[src/rtl/pkalu_pkg.sv]
package pkalu_pkg;

    typedef enum logic [1:0] {
        OP_ADD   = 2'd0,
        OP_SUB   = 2'd1,
        OP_CMPEQ = 2'd2,
        OP_CMPGT = 2'd3
    } op_e;

    typedef enum logic [1:0] {
        SAT_WRAP  = 2'd0,
        SAT_UNS   = 2'd1,
        SAT_SGN   = 2'd2,
        SAT_WRAP2 = 2'd3
    } sat_e;

endpackage

[src/rtl/pkalu_slice.sv]
module pkalu_slice #(
    parameter int SLICE_W = 8
) (
    input  logic [SLICE_W-1:0] a_i,
    input  logic [SLICE_W-1:0] b_i,
    input  logic               cin_i,
    output logic [SLICE_W-1:0] sum_o,
    output logic               cout_o
);
    logic [SLICE_W:0] wide_sum;

    always_comb begin
        wide_sum = {1'b0, a_i} + {1'b0, b_i} + {{SLICE_W{1'b0}}, cin_i};
        sum_o    = wide_sum[SLICE_W-1:0];
        cout_o   = wide_sum[SLICE_W];
    end
endmodule

[src/rtl/pkalu_lane.sv]
module pkalu_lane
    import pkalu_pkg::*;
#(
    parameter int LANE_W = 8
) (
    input  logic              clk,
    input  logic              rst_n,
    input  logic [1:0]        op_i,
    input  logic [1:0]        sat_i,
    input  logic [LANE_W-1:0] a_i,
    input  logic [LANE_W-1:0] b_i,
    input  logic [LANE_W-1:0] sum_i,
    input  logic              cout_i,
    output logic [LANE_W-1:0] res_o
);
    localparam logic [LANE_W-1:0] SMIN = {1'b1, {(LANE_W-1){1'b0}}};
    localparam logic [LANE_W-1:0] SMAX = {1'b0, {(LANE_W-1){1'b1}}};

    logic is_sub, is_cmp, a_m, b_m, s_m, sovf, uovf, zero, lt;

    always_comb begin
        is_sub = (op_i != OP_ADD);
        is_cmp = op_i[1];
        a_m    = a_i[LANE_W-1];
        b_m    = b_i[LANE_W-1];
        s_m    = sum_i[LANE_W-1];
        sovf   = is_sub ? ((a_m != b_m) && (s_m != a_m))
                        : ((a_m == b_m) && (s_m != a_m));
        uovf   = is_sub ? !cout_i : cout_i;
        zero   = (sum_i == '0);
        lt     = s_m ^ sovf;
        res_o  = sum_i;
        if (is_cmp) begin
            if (op_i == OP_CMPEQ) res_o = {LANE_W{zero}};
            else                  res_o = {LANE_W{!zero && !lt}};
        end else begin
            case (sat_i)
                SAT_UNS: if (uovf) res_o = is_sub ? '0 : '1;
                SAT_SGN: if (sovf) res_o = a_m ? SMIN : SMAX;
                default: res_o = sum_i;
            endcase
        end
    end

    // an unsigned clamped add never falls below its first operand
    assert_usat_add_floor_R4: assert property (@(posedge clk) disable iff (!rst_n)
        (op_i == OP_ADD && sat_i == SAT_UNS) |-> (res_o >= a_i));

    // an unsigned clamped subtract never rises above its first operand
    assert_usat_sub_ceiling_R4: assert property (@(posedge clk) disable iff (!rst_n)
        (op_i == OP_SUB && sat_i == SAT_UNS) |-> (res_o <= a_i));

    // signed clamped add of two non-negative lanes stays non-negative
    assert_ssat_add_sign_R5: assert property (@(posedge clk) disable iff (!rst_n)
        (op_i == OP_ADD && sat_i == SAT_SGN && !a_i[LANE_W-1] && !b_i[LANE_W-1])
        |-> !res_o[LANE_W-1]);
endmodule

[src/rtl/pkalu.sv]
module pkalu
    import pkalu_pkg::*;
#(
    parameter int DATA_W  = 32,
    parameter int SLICE_W = 8
) (
    input  logic              clk,
    input  logic              rst_n,
    input  logic [1:0]        op_i,
    input  logic              wide_i,
    input  logic [1:0]        sat_i,
    input  logic [DATA_W-1:0] src_a_i,
    input  logic [DATA_W-1:0] src_b_i,
    output logic [DATA_W-1:0] result_o
);
    localparam int NSLICE = DATA_W / SLICE_W;
    localparam int NWIDE  = NSLICE / 2;
    localparam int WIDE_W = 2 * SLICE_W;

    typedef struct packed {
        logic [DATA_W-1:0] result;
    } state_t;

    state_t st_d, st_q;

    logic              is_sub;
    logic [DATA_W-1:0] b_eff;
    logic [DATA_W-1:0] sum;
    logic [NSLICE-1:0] cout;
    logic [NSLICE-1:0] cin;
    logic [DATA_W-1:0] byte_res;
    logic [DATA_W-1:0] wide_res;

    assign is_sub = (op_i != OP_ADD);
    assign b_eff  = is_sub ? ~src_b_i : src_b_i;

    for (genvar i = 0; i < NSLICE; i++) begin : g_slice
        // odd slices take the lower neighbour's carry when lanes are wide
        if (i % 2 == 1) begin : g_link
            assign cin[i] = wide_i ? cout[i-1] : is_sub;
        end else begin : g_head
            assign cin[i] = is_sub;
        end
        pkalu_slice #(.SLICE_W(SLICE_W)) u_slice (
            .a_i   (src_a_i[i*SLICE_W +: SLICE_W]),
            .b_i   (b_eff[i*SLICE_W +: SLICE_W]),
            .cin_i (cin[i]),
            .sum_o (sum[i*SLICE_W +: SLICE_W]),
            .cout_o(cout[i])
        );
        pkalu_lane #(.LANE_W(SLICE_W)) u_blane (
            .clk   (clk),
            .rst_n (rst_n),
            .op_i  (op_i),
            .sat_i (sat_i),
            .a_i   (src_a_i[i*SLICE_W +: SLICE_W]),
            .b_i   (src_b_i[i*SLICE_W +: SLICE_W]),
            .sum_i (sum[i*SLICE_W +: SLICE_W]),
            .cout_i(cout[i]),
            .res_o (byte_res[i*SLICE_W +: SLICE_W])
        );
    end

    for (genvar j = 0; j < NWIDE; j++) begin : g_wide
        pkalu_lane #(.LANE_W(WIDE_W)) u_wlane (
            .clk   (clk),
            .rst_n (rst_n),
            .op_i  (op_i),
            .sat_i (sat_i),
            .a_i   (src_a_i[j*WIDE_W +: WIDE_W]),
            .b_i   (src_b_i[j*WIDE_W +: WIDE_W]),
            .sum_i (sum[j*WIDE_W +: WIDE_W]),
            .cout_i(cout[2*j+1]),
            .res_o (wide_res[j*WIDE_W +: WIDE_W])
        );
    end

    always_comb begin
        st_d        = st_q;
        st_d.result = wide_i ? wide_res : byte_res;
    end

    always_ff @(posedge clk or negedge rst_n) begin
        if (!rst_n) st_q <= '0;
        else        st_q <= st_d;
    end

    assign result_o = st_q.result;

    // ---------------- assertions ----------------
    logic armed_q;
    always_ff @(posedge clk or negedge rst_n) begin
        if (!rst_n) armed_q <= 1'b0;
        else        armed_q <= 1'b1;
    end

    assert_reset_clear_R1: assert property (@(posedge clk)
        !rst_n |=> (result_o == '0));

    assert_byte_latency_R10: assert property (@(posedge clk) disable iff (!rst_n)
        (armed_q && $past(op_i == OP_ADD && !wide_i && sat_i == SAT_WRAP))
        |-> (result_o[SLICE_W-1:0] ==
             $past(src_a_i[SLICE_W-1:0] + src_b_i[SLICE_W-1:0])));

    assert_wide_chain_R3: assert property (@(posedge clk) disable iff (!rst_n)
        (armed_q && $past(op_i == OP_ADD && wide_i && sat_i == SAT_WRAP))
        |-> (result_o[WIDE_W-1:0] ==
             $past(src_a_i[WIDE_W-1:0] + src_b_i[WIDE_W-1:0])));

    for (genvar k = 0; k < NSLICE; k++) begin : g_mask_chk
        assert_cmp_mask_R7: assert property (@(posedge clk) disable iff (!rst_n)
            (armed_q && $past(op_i[1]))
            |-> (result_o[k*SLICE_W +: SLICE_W] == '0 ||
                 result_o[k*SLICE_W +: SLICE_W] == '1));
    end
endmodule

[config.mk]
export PLATFORM = sky130hd
export DESIGN_NAME = pkalu
export DESIGN_NICKNAME = d
export VERILOG_FILES = /design/src/rtl/pkalu_pkg.sv /design/src/rtl/pkalu_slice.sv /design/src/rtl/pkalu_lane.sv /design/src/rtl/pkalu.sv
export SDC_FILE = /design/constraint.sdc
export NUM_CORES = 1
export LEC_CHECK = 0
export ABC_AREA = 1
export BUFFER_PORTS_ARGS = -buffer_cell sky130_fd_sc_hd__clkbuf_2
export CORE_ASPECT_RATIO = 1.75
export CORE_MARGIN = 2
export CORE_UTILIZATION = 50
export CTS_BUF_LIST = sky130_fd_sc_hd__clkbuf_2 sky130_fd_sc_hd__clkbuf_4 sky130_fd_sc_hd__clkbuf_8
export CTS_CLUSTER_SIZE = 28
export DETAILED_ROUTE_END_ITERATION = 12
export HOLD_SLACK_MARGIN = 0.12
export PLACE_DENSITY = 0.74
export RECOVER_POWER = 50
export SLEW_MARGIN = 25
export SYNTH_ARGS = -nofsm -noshare
export SYNTH_HDL_FRONTEND = slang
export SYNTH_HIERARCHICAL = 1
export SYNTH_SLANG_ARGS = --single-unit
[constraint.sdc]
create_clock -name clk -period 0.8 [get_ports clk]
set_input_delay 0.04 -clock clk [delete_from_list [all_inputs] [get_ports clk]]
set_output_delay 0.04 -clock clk [all_outputs]
set_load 0.03 [all_outputs]
# Word-level counts from Yosys, hierarchy flattened
# Index checks and enable logic that the tools add are counted.
# classes
muxes	50
bitwise	5
add_sub_neg	8
reduce_logical	35
eq_ne	15
# ops
cell	n
2-to-1 mux 16 bit	11
2-to-1 mux 8 bit	21
2-to-1 mux 32 bit	2
case mux 16 bit (2 select lines)	2
case mux 8 bit (2 select lines)	4
adder 8 x 8 -> 9 bit	4
adder 9 x 1 -> 9 bit	4
zero test 16 bit	2
zero test 8 bit	4
NOT 32 bit	1
logical AND 1 bit	14
zero test 1 bit	14
2-to-1 mux 1 bit	10
inequality test 1 bit	8
equality test 1 bit	4
equality test 2 bit, second input constant	2
XOR 1 bit	4
equality test 2 x 1 -> 1 bit, second input constant	1
nonzero test 2 bit	1
# totals
register_bits	32
in_bits	71
output_inout_bits	32
word_cells	114

# Longest topological paths before layout
# Gate-level depths: netlist (run 1).
# logic_depth
word_depth	15
depth_mapped	33
depth_no_buf	31

# By module
# The synthesis (run 1) kept the hierarchy.
# modules_own_cells
mod	n_inst	cells_per_inst	seq_area_each_um2	area_per_inst_um2
pkalu_lane at g_slice[0].u_blane ...	4	109	0.0	516.7
pkalu_lane at g_wide[0].u_wlane ...	2	200	0.0	937.1
pkalu	1	280	800.8	1858.0
pkalu_slice	4	59	0.0	346.6

# Worst setup path after synthesis (run 1)
# OpenSTA, ideal clock, no wires.
# synth_timing
path_kind	input-to-reg
start	input port op_i[1]
end	register st_q, in the netlist result_o[22]
n_path_buf	2
setup_time_ps	116
t_arrival_ps	3763
t_required_ps	684
path_slack_ps	-3079
cell_stages	32
path_cell_list	buf_2 > o21ai_0 > nand2_1 > fa_1 > fa_1 > nand2_1 > nand2_1 > nand3b_1 > nand2_1 > nand2_1 > nand2_1 > nand2_1 > nand2_1 > fa_1 > fa_1 > nand2_1 > nand2_1 > nand3b_1 > nand2_1 > nand2_1 > nand2_1 > nor2_1 > nand2_1 > nor2_1 > a21oi_1 > nand2_1 > nand2_2 > nand2_4 > buf_8 > nand2_2 > nand2_1 > nand2_1
# synth_lines
item	line_no	source
from (decl)	pkalu.sv:9	input logic [1:0] op_i,
to (signal assigned)	pkalu.sv:85	else st_q <= st_d;
to (decl)	pkalu.sv:24	state_t st_d, st_q;

==> results.md, run 1 <==
- XOR/XNOR Fraction of Synth Area: 2.19%
- Met1 WL: 7820 um
- Power per standard cell area: 1500 mW/mm2
- Clock slew at reported path FFs: 0.07 ns
- Post-DP HPWL: 17900 um
- Drt pass-1 iters: 5
- Mapped Area: 0.00719 mm2
- Fill cell count: 1288
- First-pass GRT wire length: 37800 um
- CP Max Fanout: 8
- CTS tree: yes
- CP max stage delay: 0.40 ns
- WL final: 23200 um
- Dpl ws: -3.23 ns
- Area Overhead vs Synth: 37.5%
- Int Pwr: 7750 uW
- Grt ovf: 0
- Post-Synth Simple-Gate Area: 50.7%
- Fmax: 264 MHz
- Req. time, crit path: 0.98 ns
- Crit. End Element: flop
- Synth Warn #: 6
- Worst vdd rail ir drop: 0.850 mV
- Sw Pwr: 7120 uW
- Pin slew with the least headroom to its limit: 0.978 ns
- Compound-Gate Fraction of Synth Area: 12.8%
- PortBufs: 102
- Wire length on met2: 12900 um
- Multiplexer area fraction after synthesis: 0%
- Cts bufs inserted: 5
- Final setup TNS: -93.66 ns
- Sequential share of the synthesized area: 11.1%
- Crit path launch type: primary input
- WL per Instance: 13.0 um
- Hold_sp: wide_i
- Slowest CP cell: fa_2
- Clock share of power: 8.6%
- Syn nets: 1471
- Endpoints failing setup: 64
- Max Slew Vio Count: 0
- Synth Register Bits: 32
- Met3 wire len: 655 um
- Vias per std cell: 5.06
- Max Root-Sink Buffers: 2
- Unrepaired setup endpoints after global routing: true
- Total GRT Usage: 30.3%
- Placer Congestion: 0.946
- Area leader, netlist: nand2_1
- Die width: 94.6 um
- # nets final: 1730
- Crit path DAT: 3.97 ns
- Ports: 103
- Hold Path Class: in2reg
- Area of the multi-input gates: 0.00565 mm2
- Fin util: 69.4%
- Largest net degree at the start of global routing: 69
- Register area: 801 um2
- Via count: 9066
- # diodes: 0
- Top sig layer: met4
- Max FFs per register: 32
- Distinct cell type count after synthesis: 29
- Core Area: 0.0142 mm2
- DR iter-0 viols: 325
- Initial antenna violation count: 0
- Yosys top cell area share: 34.8%
- Largest family of logic cells by synthesized area: simple AND/OR/NAND/NOR gates
- Failing checks: setup timing
- Routed Antenna Nets: 0
- Rel. slew slack: 34.8%
- Die H: 163 um
- Layout cells sized above 1: 29.5%
- Row Count: 58
- H-tree levels: 2
- Worst Hold End: result_o[1]
- Sequential share of power: 14.1%
- CTS root buf: clkbuf_8
- Synthesized-area fraction occupied by adder cells: 9.19%
- Sw Ratio: 47.9%
- Crit Path Class: in2reg
- Final Worst Setup Slack: -2.99 ns
- Most frequent cells in the layout: nand2_1 (619), buf_4 (178), inv_1 (157)
- Synth Area per Inst: 5.31 um2
- DRC: 0
- Run status: finished, violations left
- Min Clock Period, post-route: 3.79 ns
- Final Hold Vio Count: 0
- Gate power share: 77.2%
- Most frequent CP cell: buf_4
- Die area: 0.0154 mm2
- Final Cycle Share: 473%
- Most common cell after layout, fill and taps aside: nand2_1
- Synth top area cells: nand2_1 (35%), dfrtp_1 (11%), a21oi_1 (9.5%)
- Worst Hold Depth: 4
- Syn Inst Count: 1352
- Initial core utilization: 50.5%
- Clock sinks: 32
- Leak: 0.00608 uW
- Max-capacitance violation count: 0
- Vias in the first global route: 8932
[power groups by stage]
stage	Sequential [uW]	Combinational (uW)	Clock (uW)
2_1_floorplan	2590	5610	0
3_3_place_gp	2020	10000	0
3_5_place_dp	2020	10200	0
4_1_cts	2030	10900	1310
5_1_grt	2130	12600	1420
6_report	2100	11500	1280
[synthesized netlist by cell type, drive strengths merged]
master    n
nor2     49
or2       4
xnor2     4
o21ai    39
nand4     8
nand2   726
buf      32
xor2     14
ha       40
a21oi   136
dfrtp    32
clkbuf   12
o21a      6
fa        8
nand3    58
clkinv    4
nand3b    4
inv     176
[metrics by stage]
step	std cells	hold slack, ns	power, uW	area (um2)
floorplan	1352	-0.256	8200	7240
global placement	1758	0.0117	12100	9020
detailed placement	1758	0.0112	12200	9020
CTS	1784	0.224	14300	9630
global route	1792	0.232	16200	9880
finish	1792	0.225	14900	9880
[cell families (layout without fill, tap and decap cells)]
group	Yosys count	after routing
xor gates and xnor gates	18	18
adders and majority gates	48	48
buffers and inverters	224	482
DFF	32	32
and+or+nand+nor	849	851
AOI/OAI and AO/OA	181	181
[worst max-delay path, delay by kind of cell]
| family | cells | cell delay (ns) |
|---|---|---|
| adders and majority gates | 2 | 0.79 |
| buffers and inverters | 14 | 1.61 |
| and+or+nand+nor | 16 | 1.54 |
[area by class of cell]
type	instances	share of cell area [%]
Timing Repair Buffer	294	24.5
Tap cell	180	2.28
Clock inverter	2	0.101
Inverter	180	6.97
Clock buffer	6	0.836
Sequential cell	32	8.11
Multi-Input combinational cell	1098	57.2
[how the worst max path moves through the flow]
stage	start	to	slack (ns)	cells after the start
after global routing	op_i[0]	result_o[9]	-3.20	32
final	op_i[0]	result_o[7]	-2.99	32
after floorplan	op_i[0]	result_o[10]	-2.85	32
after detailed placement	op_i[0]	result_o[9]	-3.23	32
after CTS	op_i[0]	result_o[9]	-2.77	32
after global placement	op_i[0]	result_o[8]	-3.12	32
[layer usage]
metal  GRT usage [%]  vias to the layer above
li1                -                     4671
met1            27.6                     4046
met2            59.7                      237
met3            2.59                      112
met4            21.8                        0
met5               0                        -
[repair_timing]
item,4_1_cts,5_1_grt
resized for setup,93,85
hold buffers,1,0
endpoints found under the hold margin,32,0
pin swaps,6,36
setup buffers,17,7
gates cloned,0,2
endpoints found under the setup margin,64,64
Power figures use the tool's default switching activity.
==> run 2, diff against run 1 <==
--- a/config.mk
+++ b/config.mk
@@ -9,12 +9,12 @@
 export BUFFER_PORTS_ARGS = -buffer_cell sky130_fd_sc_hd__clkbuf_2
 export CORE_ASPECT_RATIO = 1.75
 export CORE_MARGIN = 2
-export CORE_UTILIZATION = 50
+export CORE_UTILIZATION = 30
 export CTS_BUF_LIST = sky130_fd_sc_hd__clkbuf_2 sky130_fd_sc_hd__clkbuf_4 sky130_fd_sc_hd__clkbuf_8
 export CTS_CLUSTER_SIZE = 28
 export DETAILED_ROUTE_END_ITERATION = 12
 export HOLD_SLACK_MARGIN = 0.12
-export PLACE_DENSITY = 0.74
+export PLACE_DENSITY = 0.5
 export RECOVER_POWER = 50
 export SLEW_MARGIN = 25
 export SYNTH_ARGS = -nofsm -noshare
==> results.md, run 2 (synthesized netlist as in run 1, its figures left out) <==
- # diodes: 0 (unchanged)
- Clock sinks: 32 (unchanged)
- Crit path DAT: 3.85 ns (-0.12 ns)
- First-pass GRT wire length: 42200 um (+12%)
- Total GRT Usage: 20.8% (-9.5 points)
- Post-DP HPWL: 20700 um (+15%)
- DR iter-0 viols: 339 (+4.3%)
- Grt ovf: 0 (unchanged)
- Clock share of power: 9.0% (+0.4 points)
- Rel. slew slack: 43.2% (+8.4 points)
- Ports: 103 (unchanged)
- Fmax: 272 MHz (+3.0%)
- Fin util: 42.7% (-27 points)
- DRC: 0 (unchanged)
- Layout cells sized above 1: 29.9% (+0.36 points)
- Sw Ratio: 47.8% (-0.087 points)
- Placer Congestion: 0.825 (-13%)
- Drt pass-1 iters: 6 (+1)
- Most frequent cells in the layout: nand2_1 (620), buf_4 (182), inv_1 (159)
- WL per Instance: 13.3 um (+3.0%)
- Final Worst Setup Slack: -2.88 ns (+0.109 ns)
- Hold Path Class: in2reg
- Most common cell after layout, fill and taps aside: nand2_1
- CP max stage delay: 0.38 ns (-0.02 ns)
- Dpl cell area: 0.00926 mm2 (+2.6%)
- CP Max Fanout: 8 (unchanged)
- Int Pwr: 7900 uW (+1.9%)
- Crit path launch type: primary input
- Crit Path Class: in2reg
- PortBufs: 102 (unchanged)
- Pwr Total: 15100 uW (+1.8%)
- Run status: finished, violations left
- Row Count: 75 (+29%)
- Routed Antenna Nets: 0 (unchanged)
- CTS root buf: clkbuf_8
- Unrepaired setup endpoints after global routing: true
- Core Area: 0.0237 mm2 (+67%)
- Slowest CP cell: fa_2
- Initial core utilization: 30.3% (-20 points)
- Failing checks: setup timing
- Via count: 8978 (-0.97%)
- Endpoints failing setup: 64 (unchanged)
- Initial antenna violation count: 0 (unchanged)
- Largest net degree at the start of global routing: 79 (+14%)
- Min Clock Period, post-route: 3.68 ns (-0.109 ns)
- Power per standard cell area: 1490 mW/mm2 (-0.80%)
- Final Hold Vio Count: 0 (unchanged)
- Area Overhead vs Synth: 41.0%
- Sequential share of power: 13.9% (-0.2 points)
- Clock slew at reported path FFs: 0.07 ns (about the same)
- Vias in the first global route: 9168 (+2.6%)
- Worst Hold Depth: 4 (unchanged)
- # nets final: 1734 (+0.23%)
- Max FFs per register: 32 (unchanged)
- Gate power share: 77.1% (about the same)
- WL final: 25700 um (+11%)
- H-tree levels: 2 (unchanged)
- Max-capacitance violation count: 0 (unchanged)
- CTS tree: yes
- Vias per std cell: 4.67 (-7.8%)
- Final instance area: 0.0101 mm2 (+2.6%)
- Pin slew with the least headroom to its limit: 0.852 ns (-0.126 ns)
- Max Root-Sink Buffers: 2 (unchanged)
- Leak: 0.00613 uW (+0.87%)
- Die width: 121 um (+28%)
- Worst vdd rail ir drop: 0.603 mV (-29%)
- Max Slew Vio Count: 0 (unchanged)
- Final Cycle Share: 460% (-14 points)
- Sw Pwr: 7230 uW (+1.6%)
- Die area: 0.0253 mm2 (+64%)
- Cts bufs inserted: 5 (unchanged)
- Crit. End Element: flop
- Die H: 209 um (+28%)
- Req. time, crit path: 0.97 ns (about the same)
-- run 2: timing repair --
| action | CTS | global route |
|---|---|---|
| setup buffers | 13 | 4 |
| cloned | 1 | 1 |
| resized for setup | 95 | 90 |
| hold buffers | 1 | 0 |
| pin swaps | 23 | 56 |
| endpoints found under the setup margin | 64 | 64 |
| endpoints found under the hold margin | 32 | 0 |
-- run 2: path summary, 6_finish.rpt --
check                      startpoint            to  slack [ns]
min in group asynchronous       rst_n  result_o[30]        0.36
worst min-delay path           wide_i  result_o[24]        0.20
max in group asynchronous       rst_n  result_o[19]        0.10
worst max-delay path          op_i[1]  result_o[23]       -2.88
-- run 2: through the flow --
step                      hold WS [ns]  setup TNS [ns]  std cells  setup slack, ns
after global routing             0.213         -101.62       1924            -3.15
after floorplan                 -0.256          -89.37       1352            -2.85
after CTS                        0.202          -93.12       1919            -2.92
after detailed placement        0.0171         -103.44       1896            -3.28
final                            0.203          -90.73       1924            -2.88
after global placement          0.0203         -101.72       1896            -3.24
-- run 2: cell type report --
| type | instances | area [um2] |
|---|---|---|
| Clock buffer | 8 | 97.6 |
| Fill cell | 2598 | 13600 |
| Inverter | 180 | 686 |
| Multi-Input combinational cell | 1098 | 5720 |
| Sequential cell | 32 | 801 |
| Tap cell | 308 | 385 |
| Timing Repair Buffer | 298 | 2450 |
-- run 2: worst max-delay path, delay by kind of cell --
family / cells / cell delay (ns)
buffers and inverters: 13 / 1.56
adders and majority gates: 2 / 0.73
and+or+nand+nor: 12 / 0.94
AOI/OAI and AO/OA: 3 / 0.58
-- run 2: power groups by stage --
stage / Sequential, uW / Clock (uW) / Combinational, uW
finish: 2100 / 1370 / 11700
global route: 2130 / 1500 / 13000
CTS: 2040 / 1400 / 11300
detailed placement: 2030 / 0 / 10600
global placement: 2040 / 0 / 10500
floorplan: 2590 / 0 / 5610
-- run 2: layer usage --
metal	vias up	global-route usage, %	part of all wire, %
met1	4055	18.7	34
li1	4675	-	-
met3	85	1.83	2.2
met5	-	0	0
met4	0	12.6	7.1
met2	163	42.6	57
==> run 3, diff against run 2 <==
--- a/config.mk
+++ b/config.mk
@@ -13,6 +13,7 @@
 export CTS_BUF_LIST = sky130_fd_sc_hd__clkbuf_2 sky130_fd_sc_hd__clkbuf_4 sky130_fd_sc_hd__clkbuf_8
 export CTS_CLUSTER_SIZE = 28
 export DETAILED_ROUTE_END_ITERATION = 12
+export GPL_TIMING_DRIVEN = 0
 export HOLD_SLACK_MARGIN = 0.12
 export PLACE_DENSITY = 0.5
 export RECOVER_POWER = 50
==> results.md, run 3 (synthesized netlist as in run 1, its figures left out) <==
- Total GRT Usage: 20.3% (-0.50 points)
- Most common cell after layout, fill and taps aside: nand2_1
- Core Area: 0.0237 mm2 (unchanged)
- Clock sinks: 32 (unchanged)
- CTS root buf: clkbuf_8
- Run status: finished, violations left
- Cts bufs inserted: 5 (unchanged)
- Grt ovf: 0 (unchanged)
- Met1 WL: 8590 um (-0.81%)
- Area Overhead vs Synth: 31.7%
- # nets final: 1641 (-5.4%)
- Crit. End Element: flop
- Post-CTS Hold Buffers: 1 (unchanged)
- Layout Cells excl Fill: 1830 (-4.9%)
- Dpl ws: -4.12 ns (-0.839 ns)
- Die area: 0.0253 mm2 (unchanged)
- Final Cycle Share: 498% (+38 points)
- DRC: 0 (unchanged)
- Max FFs per register: 32 (unchanged)
- # diodes: 0 (unchanged)
- First-pass GRT wire length: 40900 um (-3.0%)
- Met3 wire len: 563 um (+0.54%)
- Most frequent CP cell: nand2_2
- Wire length on met2: 14800 um (+1.4%)
- DR iter-0 viols: 293 (-14%)
- CTS tree: yes
- PortBufs: 101 (-0.98%)
- Sequential share of power: 15.3% (+1.4 points)
- Routed Antenna Nets: 0 (unchanged)
- Max-capacitance violation count: 0 (unchanged)
- Slowest CP cell: fa_2
- Max Slew Vio Count: 0 (unchanged)
- Fill cell count: 2685 (+3.3%)
- Area of the multi-input gates: 0.00574 mm2 (+0.48%)
- Ports: 103 (unchanged)
- Drt pass-1 iters: 5 (-1)
- Worst vdd rail ir drop: 0.812 mV (+35%)
- Gate power share: 74.8% (-2.3 points)
- Fmax: 251 MHz (-7.7%)
- Row Count: 75 (unchanged)
- Initial antenna violation count: 0 (unchanged)
- Final Worst Setup Slack: -3.19 ns (-0.308 ns)
- Max Root-Sink Buffers: 2 (unchanged)
- Vias per std cell: 4.70 (+0.76%)
- Failing checks: hold timing, setup timing
- Sw Ratio: 51.6% (+3.8 points)
- Fin util: 39.9% (-2.8 points)
- Unrepaired setup endpoints after global routing: true
- Vias in the first global route: 8628 (-5.9%)
- Largest net degree at the start of global routing: 33 (-58%)
- Clock slew at reported path FFs: 0.07 ns (about the same)
- Req. time, crit path: 0.96 ns (about the same)
- Rel. slew slack: 45.1% (+1.9 points)
- Min Clock Period, post-route: 3.99 ns (+0.308 ns)
- Crit Path Class: in2reg
- Register area: 801 um2 (unchanged)
- WL final: 25500 um (-0.72%)
- Top sig layer: met4
- Most frequent cells in the layout: nand2_1 (605), inv_1 (159), a21oi_1 (132)
- Via count: 8604 (-4.2%)
- Crit path DAT: 4.15 ns (+0.30 ns)
- Die H: 209 um (unchanged)
- Placed cell count: 1761 (-7.1%)
- Clock share of power: 9.9% (+0.9 points)
- CP Max Fanout: 6 (-2)
- Leak: 0.00567 uW (-7.5%)
- Hold Path Class: in2async
- Placer Congestion: 0.880 (+6.7%)
- Post-DP HPWL: 20100 um (-2.7%)
- H-tree levels: 2 (unchanged)
- Endpoints failing setup: 64 (unchanged)
- CP max stage delay: 0.41 ns (+0.03 ns)
- Sw Pwr: 7040 uW (-2.6%)
- Layout cells sized above 1: 25.8% (-4.1 points)
- Crit path launch type: primary input
- Initial core utilization: 30.3% (unchanged)
- Int Pwr: 6590 uW (-16%)
- Pin slew with the least headroom to its limit: 0.824 ns (-0.0281 ns)
- Power per standard cell area: 1440 mW/mm2 (-3.5%)
- WL per Instance: 13.9 um (+4.4%)
- WHS: -0.156 ns (-0.359 ns)
- Final Hold Vio Count: 32 (+32)
- Die width: 121 um (unchanged)
[run 3: changes by cell type in the layout (fill, tap and decap cells not counted), sizes merged]
cell and delta:
nand2 -2, clkbuf +12, buf -104
[run 3: final timing paths]
check	depth (start not counted)	startpoint	end	slack, ns
max in group asynchronous	1	rst_n	result_o[6]	0.43
min in group clk	4	wide_i	result_o[29]	0.17
worst max-delay path	35	op_i[0]	result_o[19]	-3.19
worst min-delay path	1	rst_n	result_o[31]	-0.16
[run 3: stage by stage]
stage	total power (uW)	TNS [ns]	hold WS, ns	cell area (um2)
global placement	10600	-127.51	0.185	8130
global route	15000	-110.62	-0.0881	9460
CTS	13100	-102.19	-0.115	9090
floorplan	8200	-89.37	-0.256	7240
detailed placement	10600	-128.53	0.191	8130
finish	13600	-101.74	-0.156	9460
[run 3: worst max-delay path, delay by kind of cell]
| kind | cells | cell delay (ns) |
|---|---|---|
| buf+inv | 4 | 0.52 |
| compound gates | 1 | 0.07 |
| simple gates | 26 | 1.96 |
| fa+ha+maj | 4 | 1.53 |
[run 3: cell type report]
class	instances	share of cell area [%]
multi-input combinational	1096	60.7
tap	308	4.07
sequential	32	8.46
inverter	180	7.30
clock buffer	7	1.02
timing repair buffer	163	14.8
buffer	44	3.69
[run 3: power by group through the flow]
stage                     Clock [uW]  Combinational [uW]  Sequential, uW
after floorplan                    0                5610            2590
after global placement             0                8550            2010
after detailed placement           0                8640            2010
after CTS                       1400                9660            2030
after global routing            1500               11400            2110
final                           1340               10200            2090
[run 3: per-layer routing]
layer  up-vias  track usage (%)
li1       4491                -
met1      3888             17.9
met2       158             43.0
met3        67             1.72
met4         0             10.5
met5         -                0
[run 3: what timing repair did]
| item | 4_1_cts | 5_1_grt |
|---|---|---|
| cloned | 2 | 0 |
| resized for setup | 108 | 105 |
| endpoints found under the hold margin | 36 | 32 |
| pin swaps | 24 | 39 |
| endpoints found under the setup margin | 64 | 64 |
| buffers inserted | 47 | 12 |
